`src/rtl/acg_pkg.sv`:
```
package acg_pkg;
  localparam int ACG_INT_W   = 16;
  localparam int ACG_FRAC_W  = 16;
  localparam int ACG_RATIO_W = 8;
  localparam int ACG_SLOT_W  = 6;
  localparam int ACG_MIN_DIV = 2;
  localparam int ACG_RDY_PER = 2;
endpackage

```
`src/rtl/acg_frac_div.sv`:
```
module acg_frac_div #(
  parameter int INT_W   = 16,
  parameter int FRAC_W  = 16,
  parameter int MIN_DIV = 2
) (
  input  logic              clk,
  input  logic              rst_n,
  input  logic              en_i,
  input  logic [INT_W-1:0]  int_i,
  input  logic [FRAC_W-1:0] frac_i,
  output logic              mclk_o,
  output logic              start_o,
  output logic              done_o
);
  localparam int CNT_W = INT_W + 1;
  localparam logic [INT_W-1:0] MIN_V = INT_W'(MIN_DIV);

  logic              run_q, run_d;
  logic [CNT_W-1:0]  cnt_q, cnt_d;
  logic [CNT_W-1:0]  per_q, per_d;
  logic [FRAC_W-1:0] acc_q, acc_d;
  logic              mclk_q, mclk_d;
  logic [FRAC_W:0]   acc_sum;
  logic [INT_W-1:0]  int_eff;
  logic [CNT_W-1:0]  cnt_inc;
  logic              last;

  always_comb begin
    int_eff = (int_i < MIN_V) ? MIN_V : int_i;
    acc_sum = {1'b0, acc_q} + {1'b0, frac_i};
    cnt_inc = cnt_q + CNT_W'(1);
    last    = run_q && (cnt_q == per_q - CNT_W'(1));
    start_o = en_i && (!run_q || last);
    done_o  = en_i && last;

    run_d  = run_q;
    cnt_d  = cnt_q;
    per_d  = per_q;
    acc_d  = acc_q;
    mclk_d = mclk_q;
    if (!en_i) begin
      run_d  = 1'b0;
      cnt_d  = '0;
      per_d  = '0;
      acc_d  = '0;
      mclk_d = 1'b0;
    end else if (start_o) begin
      run_d  = 1'b1;
      cnt_d  = '0;
      per_d  = {1'b0, int_eff} + CNT_W'(acc_sum[FRAC_W]);
      acc_d  = acc_sum[FRAC_W-1:0];
      mclk_d = 1'b1;
    end else begin
      cnt_d  = cnt_inc;
      mclk_d = (cnt_inc < (per_q >> 1));
    end
  end

  always_ff @(posedge clk or negedge rst_n) begin
    if (!rst_n) begin
      run_q  <= 1'b0;
      cnt_q  <= '0;
      per_q  <= '0;
      acc_q  <= '0;
      mclk_q <= 1'b0;
    end else begin
      run_q  <= run_d;
      cnt_q  <= cnt_d;
      per_q  <= per_d;
      acc_q  <= acc_d;
      mclk_q <= mclk_d;
    end
  end

  assign mclk_o = mclk_q;
endmodule

```
`src/rtl/acg_bclk_div.sv`:
```
module acg_bclk_div #(
  parameter int RATIO_W = 8
) (
  input  logic               clk,
  input  logic               rst_n,
  input  logic               en_i,
  input  logic               tick_i,
  input  logic [RATIO_W-1:0] ratio_i,
  output logic               bclk_o,
  output logic               fall_o
);
  logic [RATIO_W-1:0] hcnt_q, hcnt_d;
  logic               bclk_q, bclk_d;
  logic               hit;

  always_comb begin
    hit    = tick_i && (hcnt_q >= ratio_i);
    fall_o = en_i && hit && bclk_q;
    hcnt_d = hcnt_q;
    bclk_d = bclk_q;
    if (!en_i) begin
      hcnt_d = '0;
      bclk_d = 1'b0;
    end else if (hit) begin
      hcnt_d = '0;
      bclk_d = ~bclk_q;
    end else if (tick_i) begin
      hcnt_d = hcnt_q + RATIO_W'(1);
    end
  end

  always_ff @(posedge clk or negedge rst_n) begin
    if (!rst_n) begin
      hcnt_q <= '0;
      bclk_q <= 1'b0;
    end else begin
      hcnt_q <= hcnt_d;
      bclk_q <= bclk_d;
    end
  end

  assign bclk_o = bclk_q;
endmodule

```
`src/rtl/acg_lrclk_gen.sv`:
```
module acg_lrclk_gen #(
  parameter int SLOT_W = 6
) (
  input  logic              clk,
  input  logic              rst_n,
  input  logic              en_i,
  input  logic              fall_i,
  input  logic [SLOT_W-1:0] slot_i,
  output logic              lrclk_o
);
  logic [SLOT_W-1:0] cnt_q, cnt_d;
  logic              lr_q, lr_d;
  logic [SLOT_W-1:0] slot_eff;
  logic [SLOT_W:0]   cnt_inc;

  always_comb begin
    slot_eff = (slot_i == '0) ? SLOT_W'(1) : slot_i;
    cnt_inc  = {1'b0, cnt_q} + (SLOT_W+1)'(1);
    cnt_d    = cnt_q;
    lr_d     = lr_q;
    if (!en_i) begin
      cnt_d = '0;
      lr_d  = 1'b0;
    end else if (fall_i) begin
      if (cnt_inc >= {1'b0, slot_eff}) begin
        cnt_d = '0;
        lr_d  = ~lr_q;
      end else begin
        cnt_d = cnt_inc[SLOT_W-1:0];
      end
    end
  end

  always_ff @(posedge clk or negedge rst_n) begin
    if (!rst_n) begin
      cnt_q <= '0;
      lr_q  <= 1'b0;
    end else begin
      cnt_q <= cnt_d;
      lr_q  <= lr_d;
    end
  end

  assign lrclk_o = lr_q;
endmodule

```
`src/rtl/acg_ready_mon.sv`:
```
module acg_ready_mon #(
  parameter int NEED = 2
) (
  input  logic clk,
  input  logic rst_n,
  input  logic en_i,
  input  logic done_i,
  output logic ready_o
);
  localparam int CW = (NEED < 2) ? 1 : $clog2(NEED + 1);

  logic [CW-1:0] cnt_q, cnt_d;
  logic          rdy_q, rdy_d;

  always_comb begin
    cnt_d = cnt_q;
    rdy_d = rdy_q;
    if (!en_i) begin
      cnt_d = '0;
      rdy_d = 1'b0;
    end else if (done_i && !rdy_q) begin
      if (cnt_q == CW'(NEED - 1)) rdy_d = 1'b1;
      else                        cnt_d = cnt_q + CW'(1);
    end
  end

  always_ff @(posedge clk or negedge rst_n) begin
    if (!rst_n) begin
      cnt_q <= '0;
      rdy_q <= 1'b0;
    end else begin
      cnt_q <= cnt_d;
      rdy_q <= rdy_d;
    end
  end

  assign ready_o = rdy_q;
endmodule

```
`src/rtl/audclk_gen.sv`:
```
module audclk_gen
  import acg_pkg::*;
#(
  parameter int INT_W   = ACG_INT_W,
  parameter int FRAC_W  = ACG_FRAC_W,
  parameter int RATIO_W = ACG_RATIO_W,
  parameter int SLOT_W  = ACG_SLOT_W
) (
  input  logic                      clk_ref,
  input  logic                      rst_n,
  input  logic                      mclk_en,
  input  logic                      master_en,
  input  logic [INT_W+FRAC_W-1:0]   div_cfg,
  input  logic [RATIO_W-1:0]        bclk_ratio,
  input  logic [SLOT_W-1:0]         slot_width,
  output logic                      mclk,
  output logic                      bclk,
  output logic                      lrclk,
  output logic                      mclk_ready,
  output logic                      bclk_ready
);
  logic [1:0] rst_sync_q;
  logic       rst_int_n;
  logic       per_start, per_done, bclk_fall;

  always_ff @(posedge clk_ref or negedge rst_n) begin
    if (!rst_n) rst_sync_q <= 2'b00;
    else        rst_sync_q <= {rst_sync_q[0], 1'b1};
  end
  assign rst_int_n = rst_sync_q[1];

  acg_frac_div #(.INT_W(INT_W), .FRAC_W(FRAC_W), .MIN_DIV(ACG_MIN_DIV)) u_mdiv (
    .clk     (clk_ref),
    .rst_n   (rst_int_n),
    .en_i    (mclk_en),
    .int_i   (div_cfg[INT_W-1:0]),
    .frac_i  (div_cfg[INT_W+FRAC_W-1:INT_W]),
    .mclk_o  (mclk),
    .start_o (per_start),
    .done_o  (per_done)
  );

  acg_bclk_div #(.RATIO_W(RATIO_W)) u_bdiv (
    .clk     (clk_ref),
    .rst_n   (rst_int_n),
    .en_i    (master_en),
    .tick_i  (per_start),
    .ratio_i (bclk_ratio),
    .bclk_o  (bclk),
    .fall_o  (bclk_fall)
  );

  acg_lrclk_gen #(.SLOT_W(SLOT_W)) u_lr (
    .clk     (clk_ref),
    .rst_n   (rst_int_n),
    .en_i    (master_en),
    .fall_i  (bclk_fall),
    .slot_i  (slot_width),
    .lrclk_o (lrclk)
  );

  acg_ready_mon #(.NEED(ACG_RDY_PER)) u_mrdy (
    .clk     (clk_ref),
    .rst_n   (rst_int_n),
    .en_i    (mclk_en),
    .done_i  (per_done),
    .ready_o (mclk_ready)
  );

  acg_ready_mon #(.NEED(ACG_RDY_PER)) u_brdy (
    .clk     (clk_ref),
    .rst_n   (rst_int_n),
    .en_i    (master_en),
    .done_i  (bclk_fall),
    .ready_o (bclk_ready)
  );
endmodule

```
`config.mk`:
```
export PLATFORM = sky130hd
export DESIGN_NAME = audclk_gen
export DESIGN_NICKNAME = d
export VERILOG_FILES = /design/src/rtl/acg_pkg.sv /design/src/rtl/acg_frac_div.sv /design/src/rtl/acg_bclk_div.sv /design/src/rtl/acg_lrclk_gen.sv /design/src/rtl/acg_ready_mon.sv /design/src/rtl/audclk_gen.sv
export SDC_FILE = /design/constraint.sdc
export NUM_CORES = 1
export LEC_CHECK = 0
export ABC_CLOCK_PERIOD_IN_PS = 3500
export BUFFER_PORTS_ARGS = -buffer_cell sky130_fd_sc_hd__buf_4
export CAP_MARGIN = 20
export CORE_ASPECT_RATIO = 0.6
export CORE_MARGIN = 10
export CORE_UTILIZATION = 45
export CTS_CLUSTER_SIZE = 12
export DETAILED_ROUTE_END_ITERATION = 12
export HOLD_SLACK_MARGIN = 0.12
export PLACE_DENSITY = 0.71
export SYNTH_ARGS = -nofsm -noshare
export SYNTH_HDL_FRONTEND = slang
export SYNTH_SLANG_ARGS = --single-unit
```
`constraint.sdc`:
```
create_clock -name clk_ref -period 3.5 [get_ports clk_ref]
set_input_delay 0.35 -clock clk_ref [delete_from_list [all_inputs] [get_ports clk_ref]]
set_output_delay 0.35 -clock clk_ref [all_outputs]
set_load 0.02 [all_outputs]
```
==> results of run 1 <==
## path summary, 6_finish.rpt
kind	end	slack (ns)
max	u_mdiv.per_q[4]$_DFFE_PN0P_	-0.21
min	u_mdiv.acc_q[12]$_DFFE_PN0P_	0.17
max reg2reg	u_mdiv.per_q[4]$_DFFE_PN0P_	-0.21
min reg2reg	u_mdiv.acc_q[12]$_DFFE_PN0P_	0.17
max in group asynchronous	u_mdiv.per_q[5]$_DFFE_PN0P_	2.76
min in group clk_ref	u_mdiv.run_q$_DFFE_PN0P_	0.23
## critical path, stage by stage, from the launching register on
cell,delay [ns]
dfrtp_1,0.41
ha_4,0.18
fa_2,0.39
a211o_1,0.34
a21oi_2,0.19
o31ai_2,0.09
a211oi_2,0.18
nor2_1,0.09
or3_1,0.32
a31oi_1,0.17
o21bai_1,0.10
ha_2,0.20
ha_4,0.17
nand3_4,0.07
buf_4,0.11
buf_4,0.09
buf_6,0.08
buf_6,0.08
buf_6,0.08
xor2_2,0.14
a211oi_2,0.08
## final cells by class
cell class / instances / area [um^2]
clock buffer: 9 / 225
clock inverter: 7 / 75.1
fill: 1130 / 5520
inverter: 51 / 194
multi-input combinational: 511 / 4010
sequential: 76 / 1900
tap: 170 / 213
timing repair buffer: 104 / 831
## cells in the final DEF, fill, tap and decap left out, types with 9 or more instances in the layout
cell type / netlist / final
ha_1: 53 / 49
mux2i_1: 22 / 22
nand3_1: 28 / 25
nor2b_1: 20 / 20
a21oi_1: 18 / 17
buf_4: 4 / 96
dfrtp_1: 76 / 75
a21o_1: 13 / 13
clkbuf_16: 0 / 9
nor2_1: 59 / 56
nand2_1: 38 / 37
xnor2_1: 42 / 38
nand2b_1: 13 / 13
inv_1: 49 / 48
a211oi_2: 17 / 18
nor4_1: 16 / 15
xor2_1: 22 / 19
nor3_1: 14 / 12
o21a_1: 9 / 9
## sequential cells by signal, indices dropped and copies added (netlist names), 2 cells and up
name	count
u_lr.cnt_q	6
u_mrdy.cnt_q	2
u_brdy.cnt_q	2
rst_sync_q	2
u_mdiv.per_q	17
u_mdiv.cnt_q	17
u_mdiv.acc_q	16
u_bdiv.hcnt_q	8
## layer usage
layer | vias to the layer above | GRT usage [%]
met5 | - | 0
met4 | 0 | 4.66
met3 | 20 | 4.17
met2 | 140 | 27.4
met1 | 2598 | 22.6
li1 | 2565 | -
## power breakdown
| group | total [mW] | internal, mW | switching [mW] |
|---|---|---|---|
| clock | 0.950 | 0.556 | 0.394 |
| sequential | 0.988 | 0.931 | 0.0572 |
| combinational | 0.786 | 0.378 | 0.408 |
| total | 2.72 | 1.86 | 0.859 |
## cells by family (layout without fill, tap and decap cells)
logic type,count (synthesis),after routing,synth area share (%)
AO/OA/AOI/OAI,136,136,17.9
XOR/XNOR,64,64,9.28
adder cells (fa/ha/maj),54,54,11.3
buffers and inverters,80,171,5.62
flip-flops,76,76,31.5
multiplexers,23,23,3.83
other,1,1,0.0621
AND/OR/NAND/NOR,233,233,20.5
## repair_timing
item / in CTS / in global routing
resized for setup: 10 / 26
pin swaps: 13 / 15
hold endpoints to repair: 2 / 0
hold buffers: 1 / 0
buffers inserted: 9 / 8
setup endpoints to repair: 12 / 50
## metrics by stage
step / setup TNS (ns) / utilization (%) / hold WS, ns / setup slack (ns)
4_1_cts: -0.655 / 55.8 / 0.221 / -0.157
6_report: -1.38 / 57.5 / 0.169 / -0.205
2_1_floorplan: -0.0612 / - / 0.0544 / -0.0612
5_1_grt: -3.28 / 57.5 / 0.188 / -0.321
3_3_place_gp: -1.07 / 52.7 / 0.132 / -0.234
3_5_place_dp: -1.89 / 52.7 / 0.138 / -0.283
==> results, run 1 <==
- The area growth from synthesis to layout is 23.5%.
- The most common cell in the netlist is dfrtp_1.
- By count the netlist is led by dfrtp_1, nor2_1, ha_1, inv_1, xnor2_1.
- The checks that failed: negative setup slack.
- Setup repair after global routing could not meet its margin everywhere.
- In this run the cell area of the synthesized design comes to 6040 um^2.
- Max-cap violations in this run came to 0.
- The number of warning messages in the yosys log is 0.
- For the final database, setup skew stands at 0.0114 ns.
- The worst pin sits at a relative slew slack of 45.3%.
- The number of cells on the worst reg-to-reg path is 20.
- The post-detailed-route DRC marker count is 0.
- In the routed layout, each cell is associated on average with a via count of 5.74.
- The width of the die is 170 um.
- The number of antenna violations at the first check in global routing is 0.
- The count of flip-flops with a built-in enable after synthesis is 0.
- From bottom edge to top edge, the die measures 110 um.
- The global-route congestion overflow total is 0.
- The core region is 13000 um^2.
- The routed length on met1 is 7380 um.
- Summing all non-filler instances in the final layout gives an area of 7450 um^2.
- The clock latency at the later pin of the worst-skew pair is 0.35 ns.
- The setup path with the least slack is of type reg -> reg.
- The critical path arrival is 3.90 ns.
- Detailed placement ended at an HPWL of 12000 um.
- The instance area at placement is 6840 um^2.
- The synthesized net count is 771.
- In the final design database the tool counted 857 nets.
- The H-tree was split into 3 levels.
- Counting every instance in the synthesized netlist gives 667.
- The worst setup path is captured at a flop.
- The biggest area contributor in the post-synthesis netlist is dfrtp_1.
- Counting the buffers created by CTS gives 9.
- The final cycle utilization of the critical path is 106%.
- The floorplan row count is 32.
- The worst setup margin is -0.205 ns.
- The detailed-route wire length is 16000 um.
- For the pin with the worst max-slew slack, the measured transition is 0.820 ns.
- The buffer cell driving the clock tree root is clkbuf_16.
- The tightest min-delay check is of the reg -> async type.
- Clock-pin slew was measured on the worst setup and hold paths at 0.07 ns.
- The run finished, with violations left.
- The overall die area is 18600 um^2.
- The clock sink total is 76.
- After synthesis, the cell types taking the most area are dfrtp_1, ha_1, xnor2_1.
- Summed over all nets, wire length on met3 after detailed routing comes to 960 um.
- Counting tap cells, the placed design contains a total of 897 instances.
- Entering global routing, the biggest net connects 46 pins.
- During placement, the flow inserted port buffers numbering 54.
- Synthesis inferred 76 register bits.
- For the worst setup path, the data required time is 3.69 ns.
- In this run the static leakage power is 3.41 nW.
- Power comes to 2.72 mW.
- The number of setup violations in the final report is 11.
- The smallest clock period supported by the final layout is computed as 3.71 ns.
- The I/O pin count is 55.
- The worst setup path is launched from a flop.
- In this run the worst path has a maximum fanout of 2.
- The via count of the first global-routing pass came to 5391.
- The routability-driven placement congestion ratio is 0.877.
- The maximum clock frequency is 0.270 GHz.
- The async set-reset flop share out of synthesis is 100%.
- The post-route non-filler standard cell count is 928.
- The number of failing hold endpoints at the final stage came to 0.
- The worst flop-to-flop path startpoint is u_mdiv.acc_q[0]$_DFFE_PN0P_.
- The routed wirelength normalized by instance count is 17.2 um.
- For this design the ratio of total power to cell area is 365 nW/um^2.
- The first global-routing pass estimated 26500 um of wire.
- The number of different library cells in the post-synthesis netlist is 74.
- The flip-flop cell with the highest count after synthesis is dfrtp_1.
- The initial standard-cell utilization of the core is 46.5%.
- The share of post-route cells with drive strength above 1 is 24.0%.
- For this run, the total global-route usage over all layers was measured as 17.1%.
- In this run the top signal layer used is met4.
- After the first detailed-routing iteration, the DRC count stood at 423.
- The clock tree from TritonCTS is done.
- The worst-case IR drop observed on VDD is 264 uV.
- The number of slew-limit violations in the final report was 0.
- The number of nets with antenna violations after routing is 0.
- The area share of the largest cell type after synthesis is 31.5%.
- The repair_antennas step left the layout with diodes totalling 0.
- After detailed routing, the met2 layer carries 7380 um of wire.
- The maximum buffer depth of the clock tree is 2.
- The routed layout has 5323 vias.
- The synthesized area per cell is 9.05 um^2.
- In this run the worst setup path begins at u_mdiv.acc_q[0]$_DFFE_PN0P_.
- After synthesis, flip-flops and latches occupy 31.5% of the total area.
- The number of detailed-route iterations in the first pass is 5.
Power figures use the tool's default switching activity.
==> run 2: changes to the inputs <==
Settings changed: ABC_CLOCK_PERIOD_IN_PS 3500 to 3400, PLACE_DENSITY 0.71 to 0.74.
Clock period 3.5 ns to 3.4 ns, I/O delays scaled along.
==> run 2 against run 1 <==
Effect of this change: the run still ends with negative setup slack left; worst hold slack got worse by 0.015 ns; sequential share of layout area is 0.94 points lower; count of clock-buffer cells in the layout is the same; power up 6.4%; largest cell class unchanged; utilization is 2.2 points higher.
==> results, run 2 (synthesis results as in run 1) <==
- The worst setup margin came to -0.393 ns (-0.188 ns).
- The via count of the routed design came to 5512 (+3.6%).
- The number of buffer and inverter stages on the critical path is 2 (-3).
- The core area was 13000 um^2 (unchanged).
- The power density of the placed cells is 374 nW/um^2 (+2.5%).
- In this run the worst hold path is classified as reg -> async.
- The clock-pin transition on the worst setup and hold timing paths was 0.07 ns (about the same).
- The clock latency at the later pin of the worst-skew pair is 0.35 ns (about the same).
- TritonCTS built the clock tree.
- The number of buffers added on ports came to 54 (unchanged).
- The checks that failed: negative setup slack.
- The starting DRC count in detailed routing was 397 (-6.1%).
- The share of the core filled with cells in the final layout is 59.7% (+2.2 points).
- The placed wire-length estimate is 11700 um (-2.7%).
- The number of setup violations in the final report is 15 (+4).
- The cell count of the worst reg-to-reg path is 20 (unchanged).
- The number of H-tree levels is 3 (unchanged).
- The buffer cell driving the clock tree root is clkbuf_16.
- The number of failing hold endpoints at the final stage came to 0 (unchanged).
- The number of slew-limit violations in the final report is 0 (unchanged).
- The highest net fanout along the worst path came to 3 (+1).
- The largest registers in the layout are u_mdiv.cnt_q x17, u_mdiv.per_q x17, u_mdiv.acc_q x16.
- The cell leakage power is 3.57 nW (+4.7%).
- The width of the die is 170 um (unchanged).
- The sequential fraction of design power came to 34.9% (-1.4 points).
- The TritonCTS buffer count was 9 (unchanged).
- The run finished, with violations left.
- The maximum buffer depth of the clock tree came to 2 (unchanged).
- The max-capacitance violation count is 0 (unchanged).
- The floorplan row count is 32 (unchanged).
- The die outline height is 110 um (unchanged).
- The number of detailed-route iterations in the first pass is 5 (unchanged).
- The overall die area was 18600 um^2 (unchanged).
- Among cell families on the critical path, the largest total delay comes from compound AO/OA/AOI/OAI gates.
- The power spent charging and discharging nets is 0.928 mW (+8.1%).
- The data required time at the worst endpoint is 3.59 ns (-0.10 ns).
- The number of vias per cell after detailed routing is 5.83 (+1.6%).
- The number of nets with antenna violations after routing is 0 (unchanged).
- The endpoint class of the critical path is a flop.
- The most frequent standard cell in the layout excluding fill and tap cells is buf_4.
- Setup repair after global routing could not meet its margin everywhere.
- The slew at the pin with the worst max-slew slack is 0.864 ns (+0.0439 ns).
- The initial standard-cell utilization of the core is 46.5% (unchanged).
- Walking the worst path, the cells encountered are ha_4 -> fa_2 -> a211o_1 -> a21oi_2 -> o31ai_4 -> a211oi_2 -> nor2_1 -> or3_1 -> a31oi_1 -> o21bai_1 -> ha_2 -> buf_4 -> buf_6 -> nand2_4 -> a2111oi_4 -> nand2_2 -> nor2_1 -> nand2_1 -> xor2_1 -> a211oi_2.
- The critical path arrival is 3.98 ns (+0.08 ns).
- The worst voltage drop across the vdd grid is 297 uV (+13%).
- The overall routing resource usage is 17.1% (about the same).
- The clock network fraction of total power came to 34.3% (-0.6 points).
- The power share of the combinational group is 30.8% (+2.0 points).
- The count of inserted antenna diode cells is 0 (unchanged).
- The critical path in this run is classified as reg -> reg.
- The I/O pin count is 55 (unchanged).
- The worst slew margin relative to its limit is 42.3% (-2.9 points).
- The final cycle utilization of the critical path is 112% (+5.7 points).
- The clock sink total is 76 (unchanged).
- The routability-driven placement congestion ratio is 0.904 (+3.1%).
- The detailed-route wire length is 16800 um (+5.3%).
- The switching share of total power is 32.0% (+0.48 points).
- The via count of the first global-routing pass is 5528 (+2.5%).
- The wire length of the first global-routing pass is 26400 um (-0.31%).
- The power after layout is 2.90 mW (+6.4%).
- The post-detailed-route DRC marker count was 0 (unchanged).
- Leaving out fill and tap cells, the most frequent cells in the layout are buf_4, dfrtp_1, nor2_1, ha_1, inv_1.
- The post-layout minimum cycle time is 3.79 ns (+0.0876 ns).
- The global-route congestion overflow total is 0 (unchanged).
- The final clock skew is 0.0122 ns (+0.000850 ns).
- The number of nets in the layout came to 875 (+2.1%).
- The cell at the slowest stage of the critical path is dfrtp_1.
- The largest net degree at the start of global routing came to 47 (+2.2%).
- The delay of the slowest cell on the worst path was 0.41 ns (about the same).
- The maximum clock frequency is 0.264 GHz (-2.3%).
- The number of antenna violations at the first check in global routing is 0 (unchanged).
- The share of post-route cells with drive strength above 1 came to 26.7% (+2.7 points).
- The total number of cells along the worst setup path came to 20 (unchanged).
- Relative to the synthesized area, the layout overhead comes to 28.2%.
- The routed wirelength normalized by instance count came to 17.8 um (+3.3%).
- The sort of element at the start of the critical path is a flop.
- The cell internal power dissipation is 1.97 mW (+5.7%).
## run 2: cell types whose count changed in the layout (fill, tap and decap cells not counted), moves of 2 or more
cell and delta:
o31ai_4 +2, inv_2 +2, buf_4 +11, buf_12 +3, clkinvlp_4 -2, inv_1 -2, clkbuf_16 +4, clkinv_4 +2
## run 2: worst paths after layout
kind / from / endpoint / slack (ns)
worst min-delay path: rst_sync_q[1]$_DFF_PN0_ / u_mdiv.mclk_o$_DFF_PN0_ / 0.15
worst min register to register: rst_sync_q[1]$_DFF_PN0_ / u_mdiv.mclk_o$_DFF_PN0_ / 0.15
worst max-delay path: u_mdiv.acc_q[0]$_DFFE_PN0P_ / u_mdiv.per_q[13]$_DFFE_PN0P_ / -0.39
min in group clk_ref: mclk_en / u_mdiv.run_q$_DFFE_PN0P_ / 0.22
worst max register to register: u_mdiv.acc_q[0]$_DFFE_PN0P_ / u_mdiv.per_q[13]$_DFFE_PN0P_ / -0.39
max in group asynchronous: rst_sync_q[1]$_DFF_PN0_ / u_mdiv.per_q[14]$_DFFE_PN0P_ / 2.47
## run 2: worst reg2reg max path, delay by kind of cell (launching register included)
family	cells	cell delay, ns
compound gates	8	1.32
fa+ha+maj	3	0.80
simple gates	6	0.69
flops	1	0.41
buf+inv	2	0.24
xor+xnor	1	0.16
## run 2: repair_timing
action / CTS / global route
pin swaps: 29 / 30
setup endpoints to repair: 14 / 66
resized for setup: 15 / 31
hold buffers: 1 / 0
cloned: 0 / 4
hold endpoints to repair: 2 / 0
buffers inserted: 16 / 9
## run 2: through the flow
step	worst slack, ns	instances	setup TNS, ns	hold WS (ns)	area [um^2]
2_1_floorplan	-0.155	667	-0.308	0.0444	6090
3_3_place_gp	-0.329	904	-2.15	0.122	6910
3_5_place_dp	-0.471	904	-3.87	0.123	6910
4_1_cts	-0.321	937	-3.27	0.208	7450
5_1_grt	-0.485	946	-6.24	0.176	7740
6_report	-0.393	946	-5.00	0.154	7740
## run 2: power by group through the flow
stage	clock network (mW)	registers, mW	logic, mW
global placement	0	1.03	0.730
global route	1.06	1.02	0.978
finish	0.994	1.01	0.892
floorplan	0	1.02	0.514
detailed placement	0	1.03	0.761
CTS	1.02	1.02	0.821
## run 2: layout make-up
class	instances	area [um^2]
fillers	1027	5230
repair buffers	122	1070
well taps	170	213
clock buffers	9	225
multi-input cells	511	4050
flip-flops and latches	76	1900
inverters	51	194
clock inverters	7	81.3
## run 2: per-layer routing
layer	global-route usage (%)	up-vias	wire length, um	part of all wire, %
met5	0	-	0	0
met4	4.91	0	267	1.6
met3	4.24	28	1020	6.0
met2	27.8	178	8020	48
met1	22.2	2705	7500	45
li1	-	2601	-	-
==> run 3: changes to the inputs <==
Settings changed: CORE_ASPECT_RATIO 0.6 to 2.
==> run 3 against run 2 <==
Effect of this change: the flow still finishes with violations (negative setup slack); global-route usage grew 0.62 points; via count grew 0.62%; worst setup slack lost 0.048 ns; critical path type unchanged.
==> results, run 3 (synthesis results as in run 1) <==
- The power after layout is 2.88 mW (-0.74%).
- The sort of element at the start of the critical path is a flop.
- The core area is 13100 um^2 (+0.72%).
- The power density of the placed cells is 375 nW/um^2 (+0.22%).
- The cell depth of the worst min-delay path is 1.
- The overall routing resource usage came to 17.7% (+0.62 points).
- The final reports fail on negative setup slack.
- The count of inserted antenna diode cells came to 0 (unchanged).
- The clock sink total was 76 (unchanged).
- The number of slew-limit violations in the final report is 0 (unchanged).
- The maximum clock frequency came to 0.260 GHz (-1.3%).
- The worst setup path is of the reg -> reg kind.
- The library cells used most frequently in the layout, excluding fill and tap cells, are buf_4, dfrtp_1, nor2_1, ha_1, inv_1.
- The global-route congestion overflow total came to 0 (unchanged).
- The worst slew margin relative to its limit is 46.2% (+3.9 points).
- The type of the tightest min-delay check is in -> reg.
- The footprint of the flip-flops and latches is 1900 um^2 (unchanged).
- The worst voltage drop across the vdd grid is 279 uV (-6.2%).
- The number of buffers added on ports is 54 (unchanged).
- The number of vias per cell after detailed routing is 5.93 (+1.8%).
- The number of antenna violations at the first check in global routing was 0 (unchanged).
- The run finished, with violations left.
- The routed wirelength normalized by instance count was 17.8 um (+0.15%).
- The largest net degree at the start of global routing is 37 (-21%).
- Setup repair after global routing could not meet its margin everywhere.
- The number of setup violations in the final report is 16 (+1).
- The via count of the routed design is 5546 (+0.62%).
- The number of nets with antenna violations after routing was 0 (unchanged).
- The via count of the first global-routing pass was 5836 (+5.6%).
- The cell leakage power is 3.53 nW (-1.1%).
- The slew at the pin with the worst max-slew slack is 0.806 ns (-0.0581 ns).
- The cell count of the worst reg-to-reg path is 20 (unchanged).
- The wire length of the first global-routing pass is 26800 um (+1.6%).
- The data required time at the worst endpoint came to 3.59 ns (about the same).
- The worst setup margin is -0.441 ns (-0.0484 ns).
- The share of post-route cells with drive strength above 1 came to 27.1% (+0.40 points).
- The post-layout minimum cycle time is 3.84 ns (+0.0484 ns).
- The critical path arrival is 4.03 ns (+0.05 ns).
- The max-capacitance violation count is 0 (unchanged).
- The TritonCTS buffer count is 9 (unchanged).
- The number of nets in the layout came to 882 (+0.80%).
- The I/O pin count came to 55 (unchanged).
- The die outline height is 184 um (+68%).
- The instance area at placement is 6910 um^2 (about the same).
- The number of detailed-route iterations in the first pass was 5 (unchanged).
- The count of fill cells added during filler insertion is 1051 (+2.3%).
- The initial standard-cell utilization of the core is 46.2% (-0.33 points).
- The floorplan row count was 59 (+84%).
- The detailed-route wire length is 16600 um (-1.0%).
- The clock tree from TritonCTS is done.
- The width of the die is 102 um (-40%).
- The final design area excluding fillers is 7670 um^2 (-0.95%).
- The number of H-tree levels is 3 (unchanged).
- The worst setup path is captured at a flop.
- The overall die area is 18700 um^2 (+0.69%).
- The post-detailed-route DRC marker count was 0 (unchanged).
- The final clock skew came to 0.0109 ns (-0.00131 ns).
- The final cycle utilization of the critical path is 113% (+1.4 points).
- The number of failing hold endpoints at the final stage was 0 (unchanged).
- Relative to the synthesized area, the layout overhead comes to 27.0%.
- The starting DRC count in detailed routing is 194 (-51%).
- The most frequent standard cell in the layout excluding fill and tap cells is buf_4.
- The area taken by multi-input logic gates came to 4020 um^2 (-0.74%).
- The largest registers in the layout are u_mdiv.cnt_q x17, u_mdiv.per_q x17, u_mdiv.acc_q x16.
- The highest net fanout along the worst path is 3 (unchanged).
- The routability-driven placement congestion ratio is 0.965 (+6.7%).
- The maximum buffer depth of the clock tree is 2 (unchanged).
- The placed wire-length estimate was 12400 um (+6.5%).
- The clock-pin transition on the worst setup and hold timing paths is 0.07 ns (about the same).
- The clock latency at the later pin of the worst-skew pair is 0.35 ns (about the same).
- The setup TNS was -4.30 ns (+0.700 ns).
- The buffer cell driving the clock tree root is clkbuf_16.
==> run 3: cell count changes in the layout (fill, tap and decap cells not counted), sizes merged <==
cell and change:
buf +10, clkbuf -2, clkinv +1, inv -2
==> run 3: stage by stage <==
stage	instances	hold WS [ns]	setup WS (ns)	utilization, %
floorplan	667	0.0444	-0.155	-
global placement	886	0.123	-0.343	52.9
detailed placement	886	0.125	-0.426	52.9
CTS	922	0.236	-0.290	56.7
global route	935	0.244	-0.584	58.7
finish	935	0.248	-0.441	58.7
==> run 3: layout make-up <==
type	count	area share, %
tap	152	2.48
timing repair buffer	129	13.8
clock buffer	10	2.99
multi-input combinational	511	52.5
inverter	51	2.53
sequential	76	24.8
clock inverter	6	0.849
==> run 3: worst paths after layout <==
path,from,to,slack (ns)
max in group asynchronous,rst_sync_q[1]$_DFF_PN0_,u_mdiv.cnt_q[2]$_DFF_PN0_,2.26
setup reg to reg,u_mdiv.acc_q[0]$_DFFE_PN0P_,u_mdiv.per_q[14]$_DFFE_PN0P_,-0.44
setup / recovery,u_mdiv.acc_q[0]$_DFFE_PN0P_,u_mdiv.per_q[14]$_DFFE_PN0P_,-0.44
hold reg to reg,rst_sync_q[1]$_DFF_PN0_,u_bdiv.hcnt_q[6]$_DFFE_PN0P_,0.32
min in group asynchronous,rst_n,rst_sync_q[1]$_DFF_PN0_,0.30
hold / removal,mclk_en,u_mdiv.run_q$_DFFE_PN0P_,0.25
==> run 3: per-layer routing <==
| layer | part of all wire [%] | track usage (%) |
|---|---|---|
| met1 | 36 | 16.8 |
| met5 | 0 | 0 |
| met4 | 3.6 | 7.83 |
| met2 | 57 | 34.7 |
| met3 | 3.5 | 3.31 |
==> run 3: repair_timing <==
item / in CTS / in global routing
cloned: 0 / 1
endpoints found under the hold margin: 2 / 0
endpoints found under the setup margin: 28 / 44
gates resized for setup: 9 / 33
pin swaps: 25 / 14
hold buffers: 1 / 0
buffers inserted: 20 / 14
==> run 3: critical path, stage by stage, from the launching register on <==
cell	delay [ns]
dfrtp_1	0.41
ha_4	0.17
fa_2	0.34
a211o_1	0.35
a21oi_2	0.21
o31ai_2	0.10
a211oi_2	0.20
nor2_1	0.08
or3_1	0.36
a31oi_1	0.22
o21bai_1	0.12
ha_2	0.23
ha_4	0.17
nand3_4	0.06
nor2_2	0.05
and3_4	0.18
inv_4	0.06
nor2_4	0.03
nand3_2	0.10
xor2_2	0.15
a211oi_2	0.08
==> run 3: report_power, final <==
part           switching, mW  total (mW)  internal, mW
clock                  0.401       0.971         0.570
combinational          0.445       0.887         0.442
sequential            0.0606        1.02         0.958
total                  0.906        2.88          1.97
